[src/rtl/test_regfile_pkg.sv]
// Shared constants and types for the test register file.
// Assumes word (32-bit) addressing on the register port.
package test_regfile_pkg;

    localparam int unsigned DATA_W = 32;

    // Control words (writable)
    localparam int unsigned A_LBA_LO  = 'h000;
    localparam int unsigned A_LBA_HI  = 'h001;
    localparam int unsigned A_LEN_LO  = 'h002;
    localparam int unsigned A_LEN_HI  = 'h003;
    localparam int unsigned A_CMD     = 'h004;
    localparam int unsigned A_PATT    = 'h005;

    // Status words (read-only)
    localparam int unsigned A_STATUS  = 'h040;
    localparam int unsigned A_CAP_LO  = 'h041;
    localparam int unsigned A_CAP_HI  = 'h042;
    localparam int unsigned A_ERRTYPE = 'h043;
    localparam int unsigned A_TPINS   = 'h047;
    localparam int unsigned A_FAIL_LO = 'h048;
    localparam int unsigned A_FAIL_HI = 'h049;
    localparam int unsigned A_EXPW    = 'h04C;
    localparam int unsigned A_GOTW    = 'h050;
    localparam int unsigned A_CNT_LO  = 'h054;
    localparam int unsigned A_CNT_HI  = 'h055;

    // Identify buffer window base (word address)
    localparam int unsigned A_IDEN_BASE = 'h800;

    typedef enum logic [1:0] {
        OP_IDENTIFY = 2'b00,
        OP_ERASE    = 2'b01,
        OP_WRITE    = 2'b10,
        OP_READ     = 2'b11
    } op_code_t;

endpackage

[src/rtl/trf_rd_mux.sv]
// Registered read selector: status words and identify-buffer window,
// fixed one-cycle latency. Assumes the identify buffer registers its
// output one cycle after the address it is given.
module trf_rd_mux
    import test_regfile_pkg::*;
#(
    parameter int ADDR_W  = 12,
    parameter int LBA_W   = 48,
    parameter int CNT_W   = 57,
    parameter int IDEN_AW = 7
) (
    input  logic                 clk,
    input  logic                 rst_n,
    input  logic                 rd_req,
    input  logic [ADDR_W-1:0]    addr,
    input  logic                 busy,
    input  logic                 error,
    input  logic                 vfail,
    input  logic [1:0]           speed,
    input  logic [LBA_W-1:0]     capacity,
    input  logic [DATA_W-1:0]    err_type,
    input  logic [DATA_W-1:0]    test_pins,
    input  logic [CNT_W-1:0]     fail_addr,
    input  logic [DATA_W-1:0]    exp_word,
    input  logic [DATA_W-1:0]    got_word,
    input  logic [CNT_W-1:0]     byte_count,
    input  logic [DATA_W-1:0]    iden_data,
    output logic [IDEN_AW-1:0]   iden_addr,
    output logic [DATA_W-1:0]    rd_data,
    output logic                 rd_valid
);

    localparam logic [ADDR_W-1:0] IDEN_BASE = ADDR_W'(A_IDEN_BASE);

    logic              in_iden;
    logic [DATA_W-1:0] sel_word;
    logic [DATA_W-1:0] word_q;
    logic              iden_q;

    // Purpose: detect reads that fall in the identify window.
    assign in_iden   = (addr[ADDR_W-1:IDEN_AW] == IDEN_BASE[ADDR_W-1:IDEN_AW]);
    assign iden_addr = addr[IDEN_AW-1:0];

    // Purpose: pick the status word for the requested address.
    always_comb begin
        case (addr)
            ADDR_W'(A_STATUS):  sel_word = DATA_W'({speed, vfail, error, busy});
            ADDR_W'(A_CAP_LO):  sel_word = capacity[DATA_W-1:0];
            ADDR_W'(A_CAP_HI):  sel_word = DATA_W'(capacity[LBA_W-1:DATA_W]);
            ADDR_W'(A_ERRTYPE): sel_word = err_type;
            ADDR_W'(A_TPINS):   sel_word = test_pins;
            ADDR_W'(A_FAIL_LO): sel_word = fail_addr[DATA_W-1:0];
            ADDR_W'(A_FAIL_HI): sel_word = DATA_W'(fail_addr[CNT_W-1:DATA_W]);
            ADDR_W'(A_EXPW):    sel_word = exp_word;
            ADDR_W'(A_GOTW):    sel_word = got_word;
            ADDR_W'(A_CNT_LO):  sel_word = byte_count[DATA_W-1:0];
            ADDR_W'(A_CNT_HI):  sel_word = DATA_W'(byte_count[CNT_W-1:DATA_W]);
            default:            sel_word = '0;
        endcase
    end

    // Purpose: pipeline stage for data, window flag and valid strobe.
    always_ff @(posedge clk) begin
        if (!rst_n) begin
            word_q   <= '0;
            iden_q   <= 1'b0;
            rd_valid <= 1'b0;
        end else begin
            rd_valid <= rd_req;
            if (rd_req) begin
                word_q <= sel_word;
                iden_q <= in_iden;
            end
        end
    end

    // Purpose: merge the buffer output into the same return stage.
    assign rd_data = iden_q ? iden_data : word_q;

endmodule

[config.mk]
export PLATFORM = sky130hd
export DESIGN_NAME = trf_rd_mux
export DESIGN_NICKNAME = d
export VERILOG_FILES = /design/src/rtl/test_regfile_pkg.sv /design/src/rtl/trf_rd_mux.sv
export SDC_FILE = /design/constraint.sdc
export NUM_CORES = 1
export LEC_CHECK = 0
export BUFFER_PORTS_ARGS = -buffer_cell sky130_fd_sc_hd__buf_2
export CORE_AREA = 2 2 149 151
export DETAILED_ROUTE_END_ITERATION = 7
export DIE_AREA = 0 0 151 153
export PLACE_DENSITY = 0.52
export SYNTH_ARGS = -nofsm -noshare
export SYNTH_HDL_FRONTEND = slang
export SYNTH_SLANG_ARGS = --single-unit
[constraint.sdc]
create_clock -name clk -period 4.7 [get_ports clk]
set_input_delay 0.94 -clock clk [delete_from_list [all_inputs] [get_ports clk]]
set_output_delay 0.94 -clock clk [all_outputs]
set_load 0.01 [all_outputs]
==> results.cfg <==
[drt]
drt-initial-drc-count = 472
antenna_left = 0
drt_wl_total_microns = 30200
viasPerCell = 5.37
dr.pass1.iters = 7
wl_per_cell_microns = 25.4
vias = 6371
drc_errors = 0

[synth]
syn-instance-count = 557
synthArstFlopShare = 0
synth_area_sq_mm = 0.00445
synthMuxAreaShare = 0.159
ys.flop_type = dfxtp_1
synth_xor_area_frac = 0
yosysTopAreaCell = dfxtp_1
synth_adder_area_share = 0
synthSimpleGateAreaFrac = 0.234
synthDistinctLibCells = 73
syn_area_per_cell_sq_um = 8.00
synth_compound_area_frac = 0.384
ys_seq_area_frac = 0.153
synth_top_family_by_area = compound AO/OA/AOI/OAI gates
synth_edf_count = 0
yosys_warnings = 0
synthTopCellsByArea = dfxtp_1 (15%), mux2_2 (11%), a22oi_1 (9.1%)
syn_nets = 899
synth-seq-cells = 34
synth_top_area_frac = 0.153

[clocking]
cts_tree = yes
clock_path_buffers = 2
clk_latency_ns = 0.29
postCtsSetupBuffers = 0
cts_root_buf = clkbuf_16
cts_hold_buf = 0
clkTransAtPathRegs_ns = 0.07
cts_num_sinks = 34
post_cts_resized = 0
htreeDepth = 2
numCtsBuffers = 5

[grt]
grt_usage = 0.250
grt_pass1_wl_microns = 41600
met2_usage = 0.419
grt_pass1_vias = 6293
grt_max_degree = 34
use_met3 = 0.0504
use_met1 = 0.315
top_usage_layer = met2
antenna_found_initial = 6
grt_overflow = 0

[layout]
layout.nets = 1245
mostFrequentLayoutCells = buf_2 (381), a22oi_1 (54), mux2_2 (45)
drive_gt1_frac = 0.523
area_growth_pct = 51.1
fill_cells = 2391
final_common_cell = buf_2

[worst_setup_path]
cp.arrival_ns = 3.42
path_class = in -> reg
cp_max_fo = 10
cp-start-kind = input port
crit_required_ns = 4.93
r2r_slack_ns = 3.42
cp-end-kind = flip-flop

[power_and_ir_drop]
power_density_mw_per_mm2 = 144
p_comb_frac = 0.347
power_leakage_nw = 3.02
power_switching_w = 0.000323
internal-power_w = 0.000642
p_clk_frac = 0.353
sw_frac_of_total = 0.335
peakVddDrop_uv = 94.7
finalPower_w = 0.000966
power_frac_seq = 0.300

[timing]
slew_headroom = 0.257
slew_violations = 0
finClkSkew_ns = 0
finalSetupViolations = 0
timing.final.crit_share = 0.678
max_freq_mhz = 314
rsz0062_at_grt = no
fin_crit_ns = 3.18
finalSetupTns_ns = 0
tightestPinTransition_ns = 1.11
hold_violations = 0
holdWs_ns = 0.456

[die]
coreArea_sq_mm = 0.0215
initial_core_util = 0.207
ios = 382
fp.dieH_microns = 153
die_w_microns = 151
die-area_sq_mm = 0.0231
row_count = 54

[placement]
io_buffer_count = 381
gp_congestion = 0.860
dp_hpwl_microns = 24000

[status]
status = completed

[worst_hold_path]
hold_class = reg -> reg

[flow_run]
max_cap_viol_count = 0
-- flip-flops by register name, summed over array words and instances (netlist names) --
| name | cells |
|---|---|
| rd_valid | 1 |
| word_q | 32 |
| iden_q | 1 |
-- synthesized netlist by cell type (4+ instances only) --
cell type  number
a211oi_1        6
a21oi_1        29
a221o_1         4
a221oi_1       12
a222oi_1        9
a22o_1         10
a22oi_1        54
a2bb2oi_1       6
a32oi_1         7
and3_1          7
buf_2          18
buf_4           8
clkbuf_1       31
dfxtp_1        34
mux2_2         45
mux2i_1        18
nand2_1        39
nand3_1        18
nand3b_1       11
nand4_1         7
nor2_1         18
nor2b_1        28
nor3_1          7
nor4_1          5
nor4_4          5
o211a_1         5
o21ai_0        11
o21ai_1         8
o221a_1         5
o22ai_1        10
o2bb2ai_1       8
o31ai_1        10
-- power by group through the flow --
stage / Clock [W] / Sequential [W] / Combinational, W
after CTS: 0.000346 / 0.000290 / 0.000335
after global routing: 0.000354 / 0.000290 / 0.000360
after detailed placement: 0 / 0.000296 / 0.000333
after floorplan: 0 / 0.000295 / 0.000126
final: 0.000341 / 0.000290 / 0.000335
after global placement: 0 / 0.000296 / 0.000332
-- layout make-up --
type / count / area, sq um / area share
Clock inverter: 1 / 7.51 / 0.00112
Multi-Input combinational cell: 458 / 3490 / 0.518
Inverter: 4 / 15.0 / 0.00223
Timing Repair Buffer: 400 / 2050 / 0.305
Sequential cell: 34 / 682 / 0.101
Antenna cell: 4 / 10.0 / 0.00149
Tap cell: 280 / 350 / 0.0521
Clock buffer: 6 / 129 / 0.0192
-- worst paths after layout --
kind              startpoint          to  depth (start not counted)
setup / recovery     addr[7]  word_q[12]                          7
hold / removal    word_q[19]  word_q[19]                          2
setup reg to reg      iden_q      iden_q                          2
hold reg to reg   word_q[19]  word_q[19]                          2
-- logic make-up (layout without fill, tap and decap cells) --
family,Yosys count,count (layout)
compound gates,223,223
buf+inv,65,411
flops,34,34
mux,64,64
other cells,0,4
simple gates,171,171
-- layer usage --
metal / part of all wire / vias to the layer above
met2: 0.47 / 373
met1: 0.42 / 2984
met4: 0.033 / 4
li1: - / 2947
met3: 0.079 / 63
met5: 0.0010 / -
-- critical path, stage by stage --
cell      delay, ns
buf_2          0.12
or4_1          0.81
buf_4          0.32
nor4_4         0.77
a221oi_2       0.10
and3_1         0.23
a21oi_1        0.13
-- through the flow --
step	cells	instance area [sq um]	util	setup slack [ns]
final	1187	6730	0.313	1.52
after global routing	1187	6730	0.313	1.39
after CTS	1183	6720	0.313	1.53
after detailed placement	1176	6580	0.306	1.23
after global placement	1176	6580	0.306	1.27
after floorplan	557	4450	-	2.16
(Power assumes the default switching activity.)
